[config.mk]
export PLATFORM = sky130hd
export DESIGN_NAME = flash_wsm_status
export DESIGN_NICKNAME = d
export VERILOG_FILES = /design/src/rtl/flash_wsm_pkg.sv /design/src/rtl/wsm_pulse_ctr.sv /design/src/rtl/wsm_err_flags.sv /design/src/rtl/wsm_seq_fsm.sv /design/src/rtl/flash_wsm_status.sv
export SDC_FILE = /design/constraint.sdc
export NUM_CORES = 1
export LEC_CHECK = 0
export ABC_AREA = 1
export BUFFER_PORTS_ARGS = -buffer_cell sky130_fd_sc_hd__buf_4
export CAP_MARGIN = 20
export CORE_MARGIN = 2
export CORE_UTILIZATION = 45
export DETAILED_ROUTE_END_ITERATION = 10
export GPL_ROUTABILITY_DRIVEN = 0
export PLACE_DENSITY = 0.7
export RECOVER_POWER = 25
export SYNTH_ARGS = -nofsm -noshare
export SYNTH_HDL_FRONTEND = slang
export SYNTH_SLANG_ARGS = --single-unit
[constraint.sdc]
create_clock -name clk -period 1.6 [get_ports clk]
set_clock_uncertainty 0.15 [all_clocks]
set_input_delay 0.4 -clock clk [delete_from_list [all_inputs] [get_ports clk]]
set_output_delay 0.4 -clock clk [all_outputs]
set_load 0.005 [all_outputs]
[src/rtl/flash_wsm_pkg.sv]
package flash_wsm_pkg;

    typedef enum logic [2:0] {
        CMD_READ  = 3'd0,
        CMD_PROG  = 3'd1,
        CMD_ERASE = 3'd2,
        CMD_PSUS  = 3'd3,
        CMD_PRES  = 3'd4,
        CMD_ESUS  = 3'd5,
        CMD_ERES  = 3'd6,
        CMD_CLR   = 3'd7
    } wsm_cmd_e;

    typedef enum logic [2:0] {
        ST_IDLE  = 3'd0,
        ST_PROG  = 3'd1,
        ST_ERASE = 3'd2,
        ST_PSUSP = 3'd3,
        ST_ESUSP = 3'd4
    } wsm_state_e;

endpackage

[src/rtl/wsm_pulse_ctr.sv]
module wsm_pulse_ctr #(
    parameter int PROG_MAX  = 4,
    parameter int ERASE_MAX = 8
) (
    input  logic clk,
    input  logic rst_n,
    input  logic clr,
    input  logic inc,
    input  logic sel_erase,
    output logic last
);
    localparam int MAXP = (ERASE_MAX > PROG_MAX) ? ERASE_MAX : PROG_MAX;
    localparam int CW   = $clog2(MAXP + 1);

    logic [CW-1:0] cnt;
    logic [CW-1:0] lim;

    always_ff @(posedge clk) begin
        if (!rst_n || clr) begin
            cnt <= '0;
        end else if (inc) begin
            cnt <= cnt + 1'b1;
        end
    end

    always_comb begin
        lim  = sel_erase ? CW'(ERASE_MAX - 1) : CW'(PROG_MAX - 1);
        last = (cnt == lim);
    end

    // the failed-pulse count never passes the larger limit
    a_r5_cnt_bound: assert property (@(posedge clk) disable iff (!rst_n)
        int'(cnt) < MAXP);

endmodule

[src/rtl/wsm_err_flags.sv]
module wsm_err_flags #(
    parameter bit ZERO_VOLT_OK = 1'b0
) (
    input  logic clk,
    input  logic rst_n,
    input  logic ready_i,
    input  logic ev_clear,
    input  logic ev_lock,
    input  logic ev_vlow,
    input  logic ev_perr,
    input  logic ev_eerr,
    output logic flag_lock,
    output logic flag_vlow,
    output logic flag_perr,
    output logic flag_eerr
);
    always_ff @(posedge clk) begin
        if (!rst_n || ev_clear) begin
            flag_lock <= 1'b0;
            flag_perr <= 1'b0;
            flag_eerr <= 1'b0;
        end else begin
            flag_lock <= flag_lock | ev_lock;
            flag_perr <= flag_perr | ev_perr;
            flag_eerr <= flag_eerr | ev_eerr;
        end
    end

    generate
        if (ZERO_VOLT_OK) begin : g_no_vsense
            assign flag_vlow = 1'b0;
        end else begin : g_vsense
            logic vlow_q;
            always_ff @(posedge clk) begin
                if (!rst_n || ev_clear) begin
                    vlow_q <= 1'b0;
                end else begin
                    vlow_q <= vlow_q | ev_vlow;
                end
            end
            assign flag_vlow = vlow_q;
        end
    endgenerate

    // nothing sticky drops while the sequencer is busy
    a_r10_no_clear_busy: assert property (@(posedge clk) disable iff (!rst_n)
        !ready_i |=> ({flag_lock, flag_vlow, flag_perr, flag_eerr}
                      & $past({flag_lock, flag_vlow, flag_perr, flag_eerr}))
                     == $past({flag_lock, flag_vlow, flag_perr, flag_eerr}));

endmodule

[src/rtl/wsm_seq_fsm.sv]
module wsm_seq_fsm
    import flash_wsm_pkg::*;
#(
    parameter bit ZERO_VOLT_OK = 1'b0
) (
    input  logic       clk,
    input  logic       rst_n,
    input  logic       cmd_valid,
    input  wsm_cmd_e   cmd,
    input  logic       blk_locked,
    input  logic       vsup_ok,
    input  logic       vfy_valid,
    input  logic       vfy_pass,
    input  logic       cnt_last,
    output wsm_state_e state,
    output logic       cnt_clr,
    output logic       cnt_inc,
    output logic       ev_lock,
    output logic       ev_vlow,
    output logic       ev_perr,
    output logic       ev_eerr,
    output logic       ev_clear
);
    wsm_state_e nxt;
    logic       vlow;

    assign vlow = !ZERO_VOLT_OK && !vsup_ok;

    always_ff @(posedge clk) begin
        if (!rst_n) begin
            state <= ST_IDLE;
        end else begin
            state <= nxt;
        end
    end

    always_comb begin
        nxt      = state;
        cnt_clr  = 1'b0;
        cnt_inc  = 1'b0;
        ev_lock  = 1'b0;
        ev_vlow  = 1'b0;
        ev_perr  = 1'b0;
        ev_eerr  = 1'b0;
        ev_clear = 1'b0;
        unique case (state)
            ST_IDLE: begin
                if (cmd_valid && (cmd == CMD_PROG || cmd == CMD_ERASE)) begin
                    if (blk_locked) begin
                        ev_lock = 1'b1;
                    end else begin
                        cnt_clr = 1'b1;
                        nxt     = (cmd == CMD_PROG) ? ST_PROG : ST_ERASE;
                    end
                end else if (cmd_valid && cmd == CMD_CLR) begin
                    ev_clear = 1'b1;
                end
            end
            ST_PROG, ST_ERASE: begin
                if (cmd_valid && state == ST_PROG && cmd == CMD_PSUS) begin
                    nxt = ST_PSUSP;
                end else if (cmd_valid && state == ST_ERASE && cmd == CMD_ESUS) begin
                    nxt = ST_ESUSP;
                end else if (vfy_valid) begin
                    if (vlow) begin
                        ev_vlow = 1'b1;
                        nxt     = ST_IDLE;
                    end else if (vfy_pass) begin
                        nxt = ST_IDLE;
                    end else if (cnt_last) begin
                        ev_perr = (state == ST_PROG);
                        ev_eerr = (state == ST_ERASE);
                        nxt     = ST_IDLE;
                    end else begin
                        cnt_inc = 1'b1;
                    end
                end
            end
            ST_PSUSP: begin
                if (cmd_valid && cmd == CMD_PRES) begin
                    nxt = ST_PROG;
                end else if (cmd_valid && cmd == CMD_CLR) begin
                    ev_clear = 1'b1;
                end
            end
            ST_ESUSP: begin
                if (cmd_valid && cmd == CMD_ERES) begin
                    nxt = ST_ERASE;
                end else if (cmd_valid && cmd == CMD_CLR) begin
                    ev_clear = 1'b1;
                end
            end
            default: nxt = ST_IDLE;
        endcase
    end

    // erase suspend lands in the erase-suspended state
    a_r3_esus_enters: assert property (@(posedge clk) disable iff (!rst_n)
        (state == ST_ERASE && cmd_valid && cmd == CMD_ESUS) |=> state == ST_ESUSP);

    // a locked target never makes the sequencer busy
    a_r7_lock_stays_idle: assert property (@(posedge clk) disable iff (!rst_n)
        (state == ST_IDLE && cmd_valid && blk_locked
         && (cmd == CMD_PROG || cmd == CMD_ERASE)) |=> state == ST_IDLE);

    // resume with nothing suspended is ignored
    a_r11_resume_idle: assert property (@(posedge clk) disable iff (!rst_n)
        (state == ST_IDLE && cmd_valid && (cmd == CMD_PRES || cmd == CMD_ERES))
        |=> state == ST_IDLE);

    // suspend beats a same-cycle verify report
    a_r12_susp_wins: assert property (@(posedge clk) disable iff (!rst_n)
        (state == ST_PROG && cmd_valid && cmd == CMD_PSUS && vfy_valid)
        |=> state == ST_PSUSP);

endmodule

[src/rtl/flash_wsm_status.sv]
module flash_wsm_status
    import flash_wsm_pkg::*;
#(
    parameter int PROG_MAX     = 4,
    parameter int ERASE_MAX    = 8,
    parameter bit ZERO_VOLT_OK = 1'b0
) (
    input  logic       clk,
    input  logic       rst_n,
    input  logic       cmd_valid,
    input  logic [2:0] cmd_code,
    input  logic       blk_locked,
    input  logic       vsup_ok,
    input  logic       vfy_valid,
    input  logic       vfy_pass,
    output logic [7:0] status,
    output logic       ready
);
    wsm_state_e state;
    logic cnt_clr, cnt_inc, cnt_last;
    logic ev_lock, ev_vlow, ev_perr, ev_eerr, ev_clear;
    logic flag_lock, flag_vlow, flag_perr, flag_eerr;

    wsm_seq_fsm #(.ZERO_VOLT_OK(ZERO_VOLT_OK)) u_fsm (
        .clk        (clk),
        .rst_n      (rst_n),
        .cmd_valid  (cmd_valid),
        .cmd        (wsm_cmd_e'(cmd_code)),
        .blk_locked (blk_locked),
        .vsup_ok    (vsup_ok),
        .vfy_valid  (vfy_valid),
        .vfy_pass   (vfy_pass),
        .cnt_last   (cnt_last),
        .state      (state),
        .cnt_clr    (cnt_clr),
        .cnt_inc    (cnt_inc),
        .ev_lock    (ev_lock),
        .ev_vlow    (ev_vlow),
        .ev_perr    (ev_perr),
        .ev_eerr    (ev_eerr),
        .ev_clear   (ev_clear)
    );

    wsm_pulse_ctr #(.PROG_MAX(PROG_MAX), .ERASE_MAX(ERASE_MAX)) u_ctr (
        .clk       (clk),
        .rst_n     (rst_n),
        .clr       (cnt_clr),
        .inc       (cnt_inc),
        .sel_erase (state == ST_ERASE),
        .last      (cnt_last)
    );

    wsm_err_flags #(.ZERO_VOLT_OK(ZERO_VOLT_OK)) u_flags (
        .clk       (clk),
        .rst_n     (rst_n),
        .ready_i   (ready),
        .ev_clear  (ev_clear),
        .ev_lock   (ev_lock),
        .ev_vlow   (ev_vlow),
        .ev_perr   (ev_perr),
        .ev_eerr   (ev_eerr),
        .flag_lock (flag_lock),
        .flag_vlow (flag_vlow),
        .flag_perr (flag_perr),
        .flag_eerr (flag_eerr)
    );

    always_comb begin
        ready  = (state == ST_IDLE) || (state == ST_PSUSP) || (state == ST_ESUSP);
        status = {ready, state == ST_ESUSP, flag_eerr, flag_perr,
                  flag_vlow, state == ST_PSUSP, flag_lock, 1'b0};
    end

    // supply error rises only after a verify seen with the supply low
    a_r8_vlow_at_verify: assert property (@(posedge clk) disable iff (!rst_n)
        $rose(status[3]) |-> $past(vfy_valid && !vsup_ok));

    // program-suspended flag implies ready
    a_r4_psusp_ready: assert property (@(posedge clk) disable iff (!rst_n)
        status[2] |-> ready);

endmodule

# Yosys cells after proc, flatten, opt, wreduce, memory -nomap -nowiden
# Index checks and enable logic that the tools add are counted.
[op_classes] n_addsub=1 multipliers=0 div=0 n_lt_le_gt_ge=0 eq_ne=18 shift=0 n_mux=50 bitwise=4 reduce_logical=17
[ops] op="$mux 1" n=36
[ops] op="$mux 3" n=11
[ops] op="$eq 3x3->1 const B" n=5
[ops] op="$eq 3x2->1 const B" n=4
[ops] op="$pmux 3 s4" n=1
[ops] op="$logic_and 1x1->1" n=8
[ops] op="$eq 3x1->1 const B" n=2
[ops] op="$ne 2x1->1 const B" n=3
[ops] op="$ne 6x4->1 const B" n=1
[ops] op="$reduce_and 6->1" n=1
[ops] op="$logic_or 1x1->1" n=5
[ops] op="$add 4x1->4 const B" n=1
[ops] op="$eq 4x4->1" n=1
[ops] op="$ne 4x2->1 const B" n=1
[ops] op="$or 1x1->1" n=4
[ops] op="$logic_not 3->1" n=1
[ops] op="$pmux 1 s3" n=1
[ops] op="$mux 2" n=1
[ops] op="$ne 2x2->1 const B" n=1
[ops] op="$reduce_or 2->1" n=1
[ops] op="$logic_not 1->1" n=1
[word_totals] ff_bits=11 latchBits=0 ramBits=0 romBits=0 input_bits=10 output_inout_bits=9 word_cells=96 mem_count=0

# Depth between registers and ports, before layout
# Gate-level depths: netlist of run 1.
[logic_depth] word_depth=11 mapped_depth=12

# Modules after synthesis
# Synthesis of run 1 repeated with hierarchy kept, for this count alone.
[hier_totals] hier_cells=147 hier_area_um2=835.8
[modules_own_cells] mod="wsm_seq_fsm" n_inst=1 cells_per_inst=88 area_each_um2=434.2 seq_area_each_um2=60.1
[modules_own_cells] mod="wsm_pulse_ctr" n_inst=1 cells_per_inst=28 area_each_um2=193.9 seq_area_each_um2=80.1
[modules_own_cells] mod="wsm_err_flags" n_inst=1 cells_per_inst=14 area_each_um2=120.1 seq_area_each_um2=80.1
[modules_own_cells] mod="flash_wsm_status" n_inst=1 cells_per_inst=17 area_each_um2=87.6 seq_area_each_um2=0.0

# Worst setup path after synthesis of run 1
# OpenSTA, ideal clock, no wires.
[synth_timing] path_type="flip-flop to output port" from="reg u_fsm.state[1]" to="out status[7]" arrival_time_ns=0.936 t_required_ns=1.050 slack_ns=0.114 path_stages_with_launch=6 path_buffers=2 path_cell_list="dfxtp_1 clkbuf_2 nor2_2 nand2_1 nand3_1 buf_4"
[synth_via] elab_chain_cells=3
[synth_rtl] item="start, declared" line_no="wsm_seq_fsm.sv:15" source="output wsm_state_e state,"
[synth_rtl] item="start signal, assigned" line_no="wsm_seq_fsm.sv:33" source="state <= nxt;"
[synth_rtl] item="$eq 3x2->1 or $logic_not 3->1 (tied branches)" line_no="flash_wsm_status.sv:69" source="ready = (state == ST_IDLE) || (state == ST_PSUSP) || (state == ST_ESUSP);"
[synth_rtl] item="$logic_or 1x1->1" line_no="flash_wsm_status.sv:69"
[synth_rtl] item="$logic_or 1x1->1 *" line_no="flash_wsm_status.sv:69"
[synth_rtl] item="end, declared" line_no="flash_wsm_status.sv:16" source="output logic [7:0] status,"
# Mark *: on every way between the ends. The rest lies on a longest branch, timed or not.

# Worst setup path after layout of run 1
[layout_timing] from="reg u_fsm.state[1]" to="out ready"
[layout_via] elab_chain_cells=3
[layout_rtl] item="$eq 3x2->1 or $logic_not 3->1 (tied branches)" line_no="flash_wsm_status.sv:69"
[layout_rtl] item="$logic_or 1x1->1" line_no="flash_wsm_status.sv:69"
[layout_rtl] item="$logic_or 1x1->1 *" line_no="flash_wsm_status.sv:69"
[layout_rtl] item="end, declared" line_no="flash_wsm_status.sv:17" source="output logic ready"
# Marked as above.

==> results of run 1 <==
[critical path: stages, from the launching register on]
cell and delay [ps]:
dfxtp_4 370, buf_4 140, nand3_2 80, nand3_2 90, buf_4 150
[sequential cells by signal (all words and copies together) (netlist names)]
signal / cells
u_flags.flag_lock: 1
u_flags.flag_vlow: 1
u_ctr.cnt: 4
u_fsm.state: 3
u_flags.flag_eerr: 1
u_flags.flag_perr: 1
[worst max-delay path by stage]
stage	cells after the start	to	from
after floorplan	5	status[7]	u_fsm.state[1]
after global placement	13	u_fsm.state[1]	cmd_code[1]
after detailed placement	13	u_fsm.state[1]	cmd_code[1]
after CTS	4	ready	u_fsm.state[1]
after global routing	4	status[7]	u_fsm.state[1]
final	4	ready	u_fsm.state[1]
[cell usage in the layout (no fill, tap or decap), drive strengths merged, types with 5 or more instances in the layout]
master,count
a21oi,7
nand3,13
dfxtp,11
nand2,36
buf,26
clkbuf,5
inv,20
nor2,26
[per-layer routing]
metal,vias to the layer above,wire length (um)
met4,0,19
met1,415,852
met3,2,115
met5,-,0
li1,460,-
met2,32,1070
[area by class of cell]
class | instances | area (sq um) | area share (%)
multi-input cells | 95 | 522 | 47.2
flip-flops and latches | 11 | 234 | 21.2
repair buffers | 28 | 210 | 19.0
inverters | 21 | 80.1 | 7.25
well taps | 25 | 31.3 | 2.83
clock buffers | 3 | 22.5 | 2.04
clock inverters | 1 | 5.00 | 0.453
[logic make-up after synthesis]
kind of cell	Yosys count	synth area share, %
AO/OA/AOI/OAI	12	8.01
flip-flops	11	27.1
adder cells (fa/ha/maj)	1	1.54
buffers and inverters	28	16.0
other	1	0.462
XOR/XNOR	2	2.16
AND/OR/NAND/NOR	79	44.7
[metrics by stage]
step                util (%)  setup TNS, ps  worst slack (ps)
floorplan                  -              0               114
global placement        56.1          -49.1             -31.2
detailed placement      56.1           -196             -94.9
CTS                     61.0           -114             -47.8
global route            64.7           -526             -92.9
finish                  64.7           -122             -54.0
[what timing repair did]
| action | 4_1_cts | 5_1_grt |
|---|---|---|
| endpoints found under the setup margin | 7 | 11 |
| cloned | 0 | 0 |
| setup buffers | 3 | 3 |
| resized for setup | 13 | 12 |
| pin swaps | 3 | 0 |
[report_power, final]
group          internal, W  switching (W)  total [W]
combinational     0.000275       0.000336   0.000611
sequential        0.000309      0.0000413   0.000351
clock            0.0000926       0.000105   0.000197
==> metrics.txt, run 1 <==
Syn. warnings=0; final setup fails=3; RR Endpoint=u_ctr.cnt[0]; vias per inst=4.94; antenna-violating nets left=0; Worst Hold Class=input port to flop; Tmin final=1650 ps; worst-path maximum fanout=4; Synth Flop Type=dfxtp_1; initial antenna violation count=0; pwr/cell area=1050 nW/um^2; Critical Path Start Type=flop; share of the synthesized area in the top cell type=27.1%; Tcrit/Tclk final=103%; dpl cell area=958 sq um; vias in the first global route=812; worst skew pair latency=280 ps; # fillers=161; Starting Density=47.5%; H-tree depth=1; Pre-antenna DRT Iters=5; Die Span Y=46.5 um; PnR worst setup slack=-54.0 ps; Non-Filler Instances=184; worst hold slack=230 ps; cts hold-fix bufs=0; max-cap check violation count=0; R2R cell count=10; nets@finish=171; n_diodes=0; leak pwr=0.578 nW; port bufs=17; Mapped Avg Cell Area=6.06 sq um; met1 global-route usage=23.7%; Design Power=0.00116 W; GR peak layer=met2; failing checks=setup timing; largest net degree at the start of global routing=8; Syn Nets=145; Root Buffer=clkbuf_4; CTS Sinks=11; required time worst endpoint=1050 ps; number of buffers created by CTS=3; Finished Cell Area=1100 sq um; Avg WL per Cell=11.2 um; CP Capture Type=output port; Post-synth EDFFs=0; final wirelength=2.05 mm; CTS max path bufs=2; fmax=605 MHz; largest area contributor in the netlist=dfxtp_1; RSZ-0062 raised after global routing=true; status=finished, violations left; Die ar.=2160 sq um; mapped cell area=812 sq um; Clock transition at path regs=80 ps; Commonest cells post-synth=nand2_1 (33), nor2_1 (22), inv_1 (19); Netlist cell types=24; GRT Overall Usage=20.4%; WHS Endpoint=u_fsm.state[0]; area grow syn2layout=36.1%; Site Rows=15; min-delay src=rst_n; crit path DAT=1100 ps; ratio of cells with drive above 1 in the final layout=37.1%; synth top area cells=dfxtp_1 (27%), nand2_1 (15%), nor2_1 (10%); endpoints failing hold=0; ys async rst share=0%; CORE AREA=1710 sq um; first-pass GRT wire length=3.13 mm; Syn Inst Count=134; Seq cells post-synth=11; Starting DRT DRC Count=15; WS Path Type=flop to output port; CTS tree=built; IO Count=19; die width=46.5 um; WHS Path Cells=3; Peak VDD IR=723 uV; via count=909; Pins Over Slew Limit=0; most numerous cell in the Yosys netlist=nand2_1; met3 usage=5.88%; total gr overflow=0; R2R Path Start=u_fsm.state[1]; M2 GR Usage=34.7%; Worst R2R Setup Slack=40 ps; DRC viols=0; dpl cells=174; dpl hpwl=1.47 mm; Seq/Total Area, Yosys=27.1%
(Power assumes the default switching activity.)
==> inputs of run 2 (changes only) <==
--- a/config.mk
+++ b/config.mk
@@ -12,7 +12,7 @@
 export CORE_UTILIZATION = 45
 export DETAILED_ROUTE_END_ITERATION = 10
 export GPL_ROUTABILITY_DRIVEN = 0
-export PLACE_DENSITY = 0.7
+export PLACE_DENSITY = 0.72
 export RECOVER_POWER = 25
 export SYNTH_ARGS = -nofsm -noshare
 export SYNTH_HDL_FRONTEND = slang
==> constraint.sdc (replaced) <==
create_clock -name clk -period 1.4 [get_ports clk]
set_clock_uncertainty 0.15 [all_clocks]
set_input_delay 0.35 -clock clk [delete_from_list [all_inputs] [get_ports clk]]
set_output_delay 0.35 -clock clk [all_outputs]
set_load 0.005 [all_outputs]
==> metrics.txt, run 2 (synthesis results as in run 1) <==
RR Endpoint=u_ctr.cnt[0]; dpl cell area=1090 sq um (+14%); Root Buffer=clkbuf_4; die width=46.5 um (unchanged); RSZ-0062 raised after global routing=true; vias in the first global route=940 (+16%); final setup fails=13 (+10); CP Capture Type=output port; area grow syn2layout=77.5%; Largest register FFs=4 (unchanged); Finished Cell Area=1440 sq um (+30%); most common cell after layout, fill and taps aside=buf_4; Site Rows=15 (unchanged); Largest regs=u_ctr.cnt x4, u_fsm.state x3; via count=1048 (+15%); IO Count=19 (unchanged); nets@finish=194 (+13%); Starting DRT DRC Count=40 (+25); Setup crit start=u_fsm.state[1]; WHS Path Cells=3 (unchanged); vias per inst=5.06 (+2.5%); total gr overflow=0 (unchanged); end point of the critical path=status[6]; Worst R2R Setup Slack=-260 ps (-300 ps); Clock transition at path regs=70 ps (about the same); Pre-antenna DRT Iters=4 (-1); fmax=589 MHz; CTS Sinks=11 (unchanged); ratio of cells with drive above 1 in the final layout=55.5% (+18 points); min-delay src=rst_n; fin util=84.4% (+20 points); leak pwr=0.724 nW (+25%); Tcrit/Tclk final=121%; post-place setup slack=-214 ps (-119 ps); crit path DAT=1200 ps (+100 ps); WS Path Type=flop to output port; first-pass GRT wire length=3.95 mm (+26%); Die ar.=2160 sq um (unchanged); Die Span Y=46.5 um (unchanged); n_diodes=0 (unchanged); DRC viols=0 (unchanged); largest net degree at the start of global routing=7 (-1); status=finished, violations left; CTS max path bufs=2 (unchanged); CTS tree=built; number of buffers created by CTS=3 (unchanged); CORE AREA=1710 sq um (unchanged); worst-path maximum fanout=4 (unchanged); Critical Path Start Type=flop; port bufs=17 (unchanged); dpl hpwl=1.64 mm (+11%); final wirelength=2.91 mm (+42%); Pins Over Slew Limit=0 (unchanged); required time worst endpoint=900 ps (-150 ps); max-cap check violation count=0 (unchanged); H-tree depth=1 (unchanged); R2R Path Start=u_fsm.state[1]; Peak VDD IR=947 uV (+31%); failing checks=setup timing; Tmin final=1700 ps; pwr/cell area=1180 nW/um^2 (+13%); Worst Hold Class=input port to flop; PnR worst setup slack=-298 ps (-244 ps); Avg WL per Cell=14.1 um (+26%); largest register by flop count=u_ctr.cnt; endpoints failing hold=0 (unchanged); GRT Overall Usage=26.5% (+6.1 points); most frequent cells in the layout=buf_4 (39), nand2_1 (19), inv_1 (16), nor2_1 (16); worst skew pair latency=280 ps (about the same); Starting Density=47.5% (unchanged); initial antenna violation count=0 (unchanged); antenna-violating nets left=0 (unchanged); R2R cell count=10 (unchanged)
-- run 2: cell count changes in the layout (fill, tap and decap cells not counted), sizes merged --
cell	change
buf	+24
clkinv	-1
-- run 2: repair_timing --
| item | in CTS | in global routing |
|---|---|---|
| endpoints found under the setup margin | 15 | 15 |
| hold buffers | 0 | 0 |
| gates cloned | 0 | 0 |
| resized for setup | 37 | 26 |
| setup buffers | 10 | 6 |
| pin swaps | 14 | 23 |
-- run 2: critical path, stage by stage, from the launching register on --
cell     delay, ps
dfxtp_2        330
buf_6          120
nor2_4         140
nand2_4         80
buf_6          120
inv_4           40
buf_6           80
-- run 2: worst min path at each step --
stage | to | slack, ps
after floorplan | u_flags.flag_eerr | 280
after global placement | u_flags.flag_eerr | 290
after detailed placement | u_flags.flag_eerr | 300
after CTS | u_fsm.state[0] | 170
after global routing | u_fsm.state[1] | 190
final | u_fsm.state[0] | 170
-- run 2: layer usage --
| metal | part of all wire, % | global-route usage (%) | up-vias |
|---|---|---|---|
| met5 | 0 | 0 | - |
| met4 | 2.2 | 12.0 | 0 |
| met3 | 4.3 | 4.71 | 9 |
| met2 | 53 | 47.8 | 41 |
| met1 | 40 | 29.6 | 489 |
| li1 | - | - | 509 |
-- run 2: through the flow --
stage	power, W	TNS (ps)	hold WS, ps	std cells
detailed placement	0.00105	-1480	303	190
floorplan	0.000823	-0.838	280	134
finish	0.00171	-2820	172	207
CTS	0.00148	-2110	170	203
global route	0.00180	-3470	189	207
global placement	0.00104	-1230	291	190
-- run 2: final cells by class --
cell class,instances,area [sq um]
clock buffers,4,26.3
fillers,102,267
inverters,21,93.8
multi-input cells,95,637
flip-flops and latches,11,229
well taps,25,31.3
repair buffers,51,424
-- run 2: power by group --
| part | total [W] | internal (W) | switching [W] |
|---|---|---|---|
| sequential | 0.000384 | 0.000349 | 0.0000345 |
| combinational | 0.00110 | 0.000538 | 0.000560 |
| clock | 0.000225 | 0.000111 | 0.000114 |
==> inputs of run 3 (changes only) <==
--- a/config.mk
+++ b/config.mk
@@ -8,11 +8,12 @@
 export ABC_AREA = 1
 export BUFFER_PORTS_ARGS = -buffer_cell sky130_fd_sc_hd__buf_4
 export CAP_MARGIN = 20
+export CORE_ASPECT_RATIO = 0.7
 export CORE_MARGIN = 2
-export CORE_UTILIZATION = 45
+export CORE_UTILIZATION = 25
 export DETAILED_ROUTE_END_ITERATION = 10
 export GPL_ROUTABILITY_DRIVEN = 0
-export PLACE_DENSITY = 0.72
+export PLACE_DENSITY = 0.46
 export RECOVER_POWER = 25
 export SYNTH_ARGS = -nofsm -noshare
 export SYNTH_HDL_FRONTEND = slang
==> metrics.txt, run 3 (synthesis results as in run 1) <==
status=finished, violations left; failing checks=setup timing; Starting Density=26.0% (-22 points); die width=72.1 um (+55%); first-pass GRT wire length=3.90 mm (-1.4%); cts hold-fix bufs=0 (unchanged); most frequent cells in the layout=buf_4 (43), nand2_1 (27), nor2_1 (18); worst skew pair latency=240 ps (-40 ps); Worst Hold Class=input port to flop; worst-path maximum fanout=3 (-1); Worst R2R Setup Slack=-250 ps (about the same); Die ar.=3730 sq um (+73%); Starting DRT DRC Count=43 (+7.5%); CTS tree=built; CTS max path bufs=2 (unchanged); post-place setup slack=-247 ps (-33.0 ps); CTS Sinks=11 (unchanged); GRT Overall Usage=13.6% (-13 points); Pins Over Slew Limit=0 (unchanged); total gr overflow=0 (unchanged); required time worst endpoint=900 ps (about the same); R2R cell count=11 (+1); largest net degree at the start of global routing=8 (+1); area grow syn2layout=73.3%; Setup crit start=u_fsm.state[1]; Metal-1 WL=1.21 mm (+3.9%); H-tree depth=1 (unchanged); R2R Path Start=u_fsm.state[1]; WS Path Type=flop to output port; Avg WL per Cell=11.0 um (-22%); WHS Endpoint=u_fsm.state[1]; dpl hpwl=1.80 mm (+9.8%); Finished Cell Area=1410 sq um (-2.3%); critical path, cell by cell=buf_6 > nor2_4 > nand2_2 > buf_6 > nand3_4 > buf_6; Peak VDD IR=420 uV (-56%); initial antenna violation count=0 (unchanged); number of buffers created by CTS=3 (unchanged); met3 WL=86 um (-31%); CP delay by family, top=buffers and inverters; Largest regs=u_ctr.cnt x4, u_fsm.state x3; leak pwr=0.748 nW (+3.3%); Non-Filler Instances=224 (+8.2%); final setup fails=14 (+1); WHS Path Cells=3 (unchanged); CP Capture Type=output port; via count=970 (-7.4%); Root Buffer=clkbuf_8; Site Rows=17 (+2); final wirelength=2.46 mm (-15%); CORE AREA=3130 sq um (+83%); DR WL met2=1.15 mm (-26%); min-delay src=rst_n; port bufs=17 (unchanged); fmax=586 MHz (-0.52%); largest register by flop count=u_ctr.cnt; # fillers=297 (+190%); Tmin final=1710 ps (+8.90 ps); crit path DAT=1210 ps (about the same); slowest CP cell=dfxtp_2; pwr/cell area=1310 nW/um^2 (+10%); vias per inst=4.33 (-14%); PnR worst setup slack=-307 ps (-8.90 ps); antenna-violating nets left=0 (unchanged); dpl cell area=1150 sq um (+5.6%); Die Span Y=51.7 um (+11%); Worst Path Buf+Inv=3 (-1); DRC viols=0 (unchanged); endpoints failing hold=0 (unchanged); RSZ-0062 raised after global routing=true; uppermost layer routed=met4; Pre-antenna DRT Iters=4 (unchanged); most common cell after layout, fill and taps aside=buf_4; max-cap check violation count=0 (unchanged); n_diodes=0 (unchanged); dpl cells=209 (+10%); Max stage delay on crit path=320 ps (about the same); nets@finish=198 (+2.1%); Largest register FFs=4 (unchanged); most used cell, CP=buf_6; Tcrit/Tclk final=122% (+0.64 points); vias in the first global route=872 (-7.2%); Clock transition at path regs=60 ps (about the same); IO Count=19 (unchanged); ratio of cells with drive above 1 in the final layout=47.8% (-7.6 points); setup total negative slack=-2850 ps (-33.3 ps); RR Endpoint=u_ctr.cnt[0]; Critical Path Start Type=flop
## run 3: cell types whose count changed in the layout (fill, tap and decap cells not counted), sizes merged
cell	delta
clkinv	+1
buf	+4
clkbuf	-1
## run 3: power by group
group          total [W]  internal, W  switching [W]  leakage (nW)
logic            0.00112     0.000602       0.000520         0.632
registers       0.000388     0.000352      0.0000359        0.0907
clock network   0.000332     0.000196       0.000135        0.0255
## run 3: final cells by class
| type | count | area, sq um | share of cell area [%] |
|---|---|---|---|
| multi-input cells | 95 | 544 | 38.7 |
| flip-flops and latches | 11 | 226 | 16.1 |
| repair buffers | 55 | 454 | 32.3 |
| inverters | 21 | 88.8 | 6.31 |
| clock buffers | 3 | 41.3 | 2.93 |
| well taps | 38 | 47.5 | 3.38 |
| clock inverters | 1 | 5.00 | 0.356 |
## run 3: worst min-delay path, stage by stage
cell	delay, ps
buf_4	130
nand2_1	60
nor2_1	30
## run 3: per-layer routing
metal  global-route usage [%]  up-vias
met5                        0        -
met4                     3.77        0
met3                     3.49        2
met2                     22.6       22
met1                     17.6      432
li1                         -      514
## run 3: how the worst max path moves through the flow
stage / endpoint / slack [ps] / depth (start not counted)
after global placement: u_fsm.state[1] / -230 / 13
after floorplan: u_ctr.cnt[0] / -0.8 / 10
after detailed placement: u_fsm.state[1] / -250 / 13
after global routing: status[7] / -340 / 6
after CTS: status[7] / -300 / 6
final: status[7] / -310 / 6
## run 3: through the flow
stage,util [%],total power (W),hold WS (ps)
2_1_floorplan,-,0.000823,280
3_3_place_gp,36.9,0.00115,289
3_5_place_dp,36.9,0.00115,293
4_1_cts,43.4,0.00178,208
5_1_grt,45.0,0.00195,218
6_report,45.0,0.00184,212
## run 3: timing repair
item / in CTS / in global routing
pin swaps: 14 / 9
resized for setup: 27 / 10
setup endpoints to repair: 14 / 14
endpoints found under the hold margin: 0 / 0
buffers inserted: 10 / 2
